===== src/rtl/acg_pkg.sv =====
package acg_pkg;
  localparam int PERIOD_W = 4;

  typedef enum logic [2:0] {
    RATIO_DIV1   = 3'd0,
    RATIO_DIV1P5 = 3'd1,
    RATIO_DIV2   = 3'd2,
    RATIO_DIV3   = 3'd3,
    RATIO_DIV4   = 3'd4
  } ratio_e;

  typedef enum logic [1:0] {
    SPD_SINGLE = 2'd0,
    SPD_DOUBLE = 2'd1,
    SPD_QUAD   = 2'd2
  } speed_e;

  // half-bit interval: period master cycles, or 2 enables per period cycles when frac
  typedef struct packed {
    logic                err;
    logic                frac;
    logic [PERIOD_W-1:0] period;
  } rate_t;
endpackage


===== src/rtl/acg_rate_dec.sv =====
module acg_rate_dec
  import acg_pkg::*;
(
  input  logic [2:0] ratio_i,
  input  logic [1:0] speed_i,
  output rate_t      rate_o
);
  logic [5:0] pre2;   // prescale x2
  logic [5:0] bdiv;
  logic [5:0] num;    // 2 x half-bit interval, x2 again
  logic [4:0] half2;  // 2 x half-bit interval
  logic       bad;

  always_comb begin
    bad = 1'b0;
    unique case (ratio_i)
      RATIO_DIV1:   pre2 = 6'd2;
      RATIO_DIV1P5: pre2 = 6'd3;
      RATIO_DIV2:   pre2 = 6'd4;
      RATIO_DIV3:   pre2 = 6'd6;
      RATIO_DIV4:   pre2 = 6'd8;
      default: begin
        pre2 = 6'd2;
        bad  = 1'b1;
      end
    endcase
    unique case (speed_i)
      SPD_SINGLE: bdiv = 6'd4;
      SPD_DOUBLE: bdiv = 6'd2;
      SPD_QUAD:   bdiv = 6'd1;
      default: begin
        bdiv = 6'd4;
        bad  = 1'b1;
      end
    endcase
  end

  assign num   = pre2 * bdiv;
  assign half2 = num[5:1];

  always_comb begin
    rate_o = '0;
    if (bad || num[0] || half2 == 5'd1) begin
      rate_o.err = 1'b1;
    end else if (half2[0]) begin
      rate_o.frac   = 1'b1;
      rate_o.period = half2[PERIOD_W-1:0];
    end else begin
      rate_o.period = half2[PERIOD_W:1];
    end
  end
endmodule


===== src/rtl/acg_tick_gen.sv =====
module acg_tick_gen
  import acg_pkg::*;
(
  input  logic  clk_i,
  input  logic  rst_ni,
  input  logic  clear_i,
  input  rate_t rate_i,
  output logic  tick_o
);
  logic [PERIOD_W-1:0] ph_q;
  logic [PERIOD_W:0]   ph_nxt;
  logic                last;

  assign ph_nxt = {1'b0, ph_q} + 1'b1;
  assign last   = ph_nxt >= {1'b0, rate_i.period};

  // fractional: two enables per period, at phase 0 and mid-phase
  assign tick_o = !rate_i.err &&
                  (ph_q == '0 || (rate_i.frac && ph_q == (rate_i.period >> 1)));

  always_ff @(posedge clk_i or negedge rst_ni) begin
    if (!rst_ni)      ph_q <= '0;
    else if (clear_i) ph_q <= '0;
    else if (last)    ph_q <= '0;
    else              ph_q <= ph_nxt[PERIOD_W-1:0];
  end
endmodule


===== src/rtl/acg_frame_div.sv =====
module acg_frame_div #(
  parameter int HC_W = 7
) (
  input  logic clk_i,
  input  logic rst_ni,
  input  logic clear_i,
  input  logic tick_i,
  output logic bclk_o,
  output logic lrck_o,
  output logic rise_o,
  output logic fall_o,
  output logic frame_o
);
  logic [HC_W-1:0] hc_q;
  logic            rise_q, fall_q, frame_q;

  always_ff @(posedge clk_i or negedge rst_ni) begin
    if (!rst_ni) begin
      hc_q    <= '0;
      rise_q  <= 1'b0;
      fall_q  <= 1'b0;
      frame_q <= 1'b0;
    end else if (clear_i) begin
      hc_q    <= '0;
      rise_q  <= 1'b0;
      fall_q  <= 1'b0;
      frame_q <= 1'b0;
    end else begin
      rise_q  <= tick_i && !hc_q[0];
      fall_q  <= tick_i && hc_q[0];
      frame_q <= tick_i && (&hc_q);
      if (tick_i) hc_q <= hc_q + 1'b1;
    end
  end

  // frame MSB flips only when bit 0 wraps 1->0, i.e. on a bit-clock fall
  assign bclk_o  = hc_q[0];
  assign lrck_o  = hc_q[HC_W-1];
  assign rise_o  = rise_q;
  assign fall_o  = fall_q;
  assign frame_o = frame_q;
endmodule


===== src/rtl/audio_clk_gen.sv =====
module audio_clk_gen
  import acg_pkg::*;
#(
  parameter int FRAME_BITS = 64
) (
  input  logic       clk_i,
  input  logic       rst_ni,
  input  logic [2:0] ratio_i,
  input  logic [1:0] speed_i,
  output logic       bclk_o,
  output logic       lrck_o,
  output logic       bclk_rise_o,
  output logic       bclk_fall_o,
  output logic       frame_start_o,
  output logic       cfg_err_o
);
  localparam int HALF_BITS = 2 * FRAME_BITS;
  localparam int HC_W      = $clog2(HALF_BITS);

  logic [4:0] cfg_q;
  logic       resync;
  logic       clear;
  logic       tick;
  logic       err_q;
  rate_t      rate;

  acg_rate_dec u_dec (
    .ratio_i (ratio_i),
    .speed_i (speed_i),
    .rate_o  (rate)
  );

  assign resync = {ratio_i, speed_i} != cfg_q;
  assign clear  = resync || rate.err;

  always_ff @(posedge clk_i or negedge rst_ni) begin
    if (!rst_ni) begin
      cfg_q <= '0;
      err_q <= 1'b0;
    end else begin
      cfg_q <= {ratio_i, speed_i};
      err_q <= rate.err;
    end
  end

  acg_tick_gen u_tick (
    .clk_i   (clk_i),
    .rst_ni  (rst_ni),
    .clear_i (clear),
    .rate_i  (rate),
    .tick_o  (tick)
  );

  acg_frame_div #(.HC_W(HC_W)) u_div (
    .clk_i   (clk_i),
    .rst_ni  (rst_ni),
    .clear_i (clear),
    .tick_i  (tick),
    .bclk_o  (bclk_o),
    .lrck_o  (lrck_o),
    .rise_o  (bclk_rise_o),
    .fall_o  (bclk_fall_o),
    .frame_o (frame_start_o)
  );

  assign cfg_err_o = err_q;
endmodule


===== config.mk =====
export PLATFORM = sky130hd
export DESIGN_NAME = audio_clk_gen
export DESIGN_NICKNAME = d
export VERILOG_FILES = /design/src/rtl/acg_pkg.sv /design/src/rtl/acg_rate_dec.sv /design/src/rtl/acg_tick_gen.sv /design/src/rtl/acg_frame_div.sv /design/src/rtl/audio_clk_gen.sv
export SDC_FILE = /design/constraint.sdc
export NUM_CORES = 1
export LEC_CHECK = 0
export ABC_CLOCK_PERIOD_IN_PS = 2800
export CORE_ASPECT_RATIO = 0.8
export CORE_MARGIN = 2
export CORE_UTILIZATION = 27
export CTS_BUF_LIST = sky130_fd_sc_hd__clkbuf_8
export CTS_CLUSTER_DIAMETER = 150
export DETAILED_ROUTE_END_ITERATION = 8
export PLACE_DENSITY = 0.41
export SKIP_LAST_GASP = 1
export SYNTH_ARGS = -nofsm -noshare
export SYNTH_HDL_FRONTEND = slang
export SYNTH_SLANG_ARGS = --single-unit

===== constraint.sdc =====
create_clock -name clk_i -period 2.8 [get_ports clk_i]
set_input_delay 0.42 -clock clk_i [delete_from_list [all_inputs] [get_ports clk_i]]
set_output_delay 0.42 -clock clk_i [all_outputs]
set_load 0.01 [all_outputs]

==> summary.txt <==
====================================================================================================
Post-synthesis register bit count                                                                 20
Fraction of layout cells with a size suffix above 1                                            0.466
Maximum buffer depth of the clock tree                                                             2
Vias in the first global route                                                                  1509
Top layer reached by signal wires                                                               met4
Clock-pin slew reported for the worst setup and hold paths after clock tree synthesis          70 ps
Overall global routing resource usage                                                          0.130
Path class of the lowest-slack min-delay path                                              in -> reg
Layout-stage area growth over the synthesis result                                             58.2%
Maximum vdd drop                                                                              108 uV
Post-DP Area                                                                              2000 sq um
Result of the run                                                                       complete, but fails checks
DRC violation count after routing                                                                  0
Critical Path Sink Type                                                                         flop
Detailed Route Iter0 Violations                                                                   49
Top post-synthesis cells by count                                                       sky130_fd_sc_hd__dfrtp_1 (20), sky130_fd_sc_hd__ha_1 (15), sky130_fd_sc_hd__inv_1 (15), sky130_fd_sc_hd__nor2_1 (15), sky130_fd_sc_hd__nand2_1 (12)
Maximum fanout encountered on the critical timing path                                             4
Syn_nets                                                                                         200
Effective utilization at floorplan                                                             0.282
Wire length of the first global-routing pass                                                 6660 um
Dominant cell by count in the synthesized netlist                                       sky130_fd_sc_hd__dfrtp_1
CTS tree                                                                                        done
DIE HEIGHT                                                                                   72.0 um
Max H-tree Level                                                                                   1
Area taken by flip-flops and latches                                                       500 sq um
Setup repair after global routing missed its margin                                             true
Core area                                                                                 5530 sq um
Number of buffers added to fix hold violations after cts                                           0
First-pass iteration count of the detailed router                                                  4
Top cell type's share of synthesized area                                                      0.321
Number of instances in the synthesized netlist                                                   175
Half-perimeter wire length after detailed placement                                          2760 um
Worst setup slack after layout                                                               -959 ps
Total congestion overflow after global routing                                                     0
Root Buffer                                                                             sky130_fd_sc_hd__clkbuf_8
Leak                                                                                         1.09 nW
Max-slew violation count                                                                           0
Cell area after layout                                                                    2470 sq um
Die width                                                                                    89.0 um
Max transition margin                                                                          0.389
Syn. warnings                                                                                      0
Crit-path slowest cell                                                                  sky130_fd_sc_hd__fa_2
Final worst hold slack                                                                        407 ps
Total of fill cells in the finished design                                                       545
Cell-by-cell listing of the critical path                                               buf_8 > ha_4 > nand3_4 > fa_1 > inv_2 > ha_4 > inv_2 > fa_2 > nand4b_1 > nor2_1 > nor2_1 > inv_1 > nor2_1 > ha_1 > nand2b_4 > a21o_1 > a21o_1 > a211o_1 > a31o_4 > nor2b_1
Clock latency at the later pin of the worst-skew pair                                         250 ps
Total routed wire length on the met1 layer                                                   1830 um
Routed wire length                                                                           3930 um
Max-capacitance violation count                                                                    0
Met2 routed WL                                                                               1990 um
Fmax                                                                                       0.266 GHz
Kind of critical path                                                                      in -> reg
DIE AREA                                                                                  6410 sq um
Netlist area before placement                                                             1560 sq um
Synth area leader                                                                       sky130_fd_sc_hd__dfrtp_1
Number of hold-slack violations in the final timing report                                         0
Min-Delay Path Depth                                                                               2
Synth unique cells                                                                                44
Io pins                                                                                           13
Vias per inst                                                                                   4.65
Largest cells by area after synthesis                                                   sky130_fd_sc_hd__dfrtp_1 (32%), sky130_fd_sc_hd__ha_1 (12%), sky130_fd_sc_hd__fa_1 (3.8%)
TritonCTS sink count                                                                              20
Port bufs                                                                                         12
Final clock skew                                                                            0.940 ps
Multi-input logic area                                                                    1230 sq um
Slew @ Worst Pin                                                                              914 ps
Final Cycle Share                                                                               1.34
Fraction of synthesis flops using an asynchronous set or reset pin                              1.00
Final Wtd Congestion                                                                           0.841
Antenna violations before repair                                                                   0
CP required                                                                                  2990 ps
Via count                                                                                       1461
Total number of cells along the worst setup path                                                  20
Synthesized area divided by synthesized cell count                                        8.92 sq um
Total power per unit cell area                                                           292 nW/um^2
Crit path time final                                                                         3760 ps
Most frequent cell on the critical path                                                 sky130_fd_sc_hd__nor2_1
TritonCTS buffer count                                                                             3
TNS Setup                                                                                  -11780 ps
Kind of cell adding the most delay to the critical path                                  adder cells
Dominant synthesized flop cell                                                          sky130_fd_sc_hd__dfrtp_1
Violated checks                                                                         setup timing
Site Rows                                                                                         24
Kind of start point of the critical path                                                primary input
Count of antenna-violating nets left after detailed routing                                        0
Number of enable flip-flop cells after synthesis                                                   0
Worst EP arrival                                                                             3950 ps
Largest net degree at the start of global routing                                                 21
Crit-path max cell delay                                                                      590 ps
Wire length per cell after detailed routing                                                  12.5 um
Antenna fix cells                                                                                  0
Total setup violations reported at the end of the flow                                            15
Fraction of the yosys area taken by sequential cells                                           0.321
R2r worst-path depth                                                                               8
Total buffers and inverters traversed by the critical path                                         4
Overall power consumption                                                                     720 uW
Detailed route wirelength on metal3                                                            59 um
Number of nets in the finished design                                                            263
====================================================================================================
==> metrics by stage <==
step,cells,util,setup slack [ps]
after floorplan,175,-,-1060
after global placement,291,0.361,-1690
after detailed placement,291,0.361,-1770
after CTS,312,0.422,-995
after global routing,314,0.447,-1140
final,314,0.447,-959
==> routing by layer <==
layer / vias to the layer above / global-route usage
li1: 729 / -
met5: - / 0
met2: 15 / 0.220
met4: 0 / 0.0498
met1: 713 / 0.171
met3: 4 / 0.0125
==> path summary, 6_finish.rpt <==
check                                           from                       end  slack [ps]
max in group asynchronous                     rst_ni       cfg_err_o$_DFF_PN0_        1560
max                                       speed_i[1]  u_tick.ph_q[3]$_DFF_PN0_        -960
min reg2reg                u_div.hc_q[0]$_DFFE_PN0P_    u_div.rise_o$_DFF_PN0_         560
max reg2reg                 u_tick.ph_q[0]$_DFF_PN0_  u_tick.ph_q[3]$_DFF_PN0_         550
min                                       ratio_i[2]        cfg_q[4]$_DFF_PN0_         410
min in group asynchronous                     rst_ni   u_div.frame_o$_DFF_PN0_         680
==> flip-flops by register name (all words and copies together) (netlist names) <==
| signal | cells |
|---|---|
| cfg_err_o | 1 |
| u_div.rise_o | 1 |
| cfg_q | 5 |
| u_div.frame_o | 1 |
| u_div.fall_o | 1 |
| u_tick.ph_q | 4 |
| u_div.hc_q | 7 |
==> cell families (layout without fill, tap and decap cells) <==
group / count (synthesis) / after routing / share of synthesized area
flip-flops: 20 / 20 / 0.321
buffers and inverters: 21 / 82 / 0.0577
AND/OR/NAND/NOR: 66 / 66 / 0.220
adder cells (fa/ha/maj): 18 / 18 / 0.159
XOR/XNOR: 11 / 11 / 0.0617
AO/OA/AOI/OAI: 36 / 36 / 0.159
multiplexers: 3 / 3 / 0.0225
==> layout by cell type, fill, tap and decap left out, types with 2 or more instances in the layout <==
master	n
sky130_fd_sc_hd__clkbuf_8	3
sky130_fd_sc_hd__nand2_2	2
sky130_fd_sc_hd__and2_1	4
sky130_fd_sc_hd__nor3_1	2
sky130_fd_sc_hd__ha_4	4
sky130_fd_sc_hd__mux2i_1	2
sky130_fd_sc_hd__buf_6	4
sky130_fd_sc_hd__o31ai_2	2
sky130_fd_sc_hd__nand2b_1	4
sky130_fd_sc_hd__clkdlybuf4s50_1	7
sky130_fd_sc_hd__buf_4	49
sky130_fd_sc_hd__nor2b_1	2
sky130_fd_sc_hd__xnor2_1	5
sky130_fd_sc_hd__fa_2	2
sky130_fd_sc_hd__inv_1	10
sky130_fd_sc_hd__nor2_2	3
sky130_fd_sc_hd__nand3_2	3
sky130_fd_sc_hd__o21ai_0	3
sky130_fd_sc_hd__buf_8	3
sky130_fd_sc_hd__ha_1	10
sky130_fd_sc_hd__a21oi_2	7
sky130_fd_sc_hd__nor2_4	3
sky130_fd_sc_hd__inv_2	3
sky130_fd_sc_hd__or3_4	3
sky130_fd_sc_hd__a21oi_1	3
sky130_fd_sc_hd__nor2_1	9
sky130_fd_sc_hd__o211ai_1	2
sky130_fd_sc_hd__o21ai_1	3
sky130_fd_sc_hd__nand2_1	10
sky130_fd_sc_hd__xor2_1	4
sky130_fd_sc_hd__nor2b_4	2
sky130_fd_sc_hd__a21o_1	4
sky130_fd_sc_hd__dfrtp_1	20
sky130_fd_sc_hd__and3_1	3
sky130_fd_sc_hd__nand3_1	4
sky130_fd_sc_hd__inv_4	2
==> where the power goes <==
part	switching [mW]	internal, mW	total, mW	leakage (nW)
sequential	0.00283	0.295	0.298	0.265
clock	0.0874	0.0956	0.183	0.0216
combinational	0.107	0.133	0.240	0.803
==> repair_timing <==
item,4_1_cts,5_1_grt
resized for setup,59,30
pin swaps,27,26
setup endpoints to repair,15,15
setup buffers,19,3
==> area by class of cell <==
cell class	count	share of cell area
Multi-Input combinational cell	134	0.498
Inverter	15	0.0248
Sequential cell	20	0.203
Timing Repair Buffer	64	0.218
Tap cell	78	0.0395
Clock buffer	3	0.0167
Power figures use the tool's default switching activity.
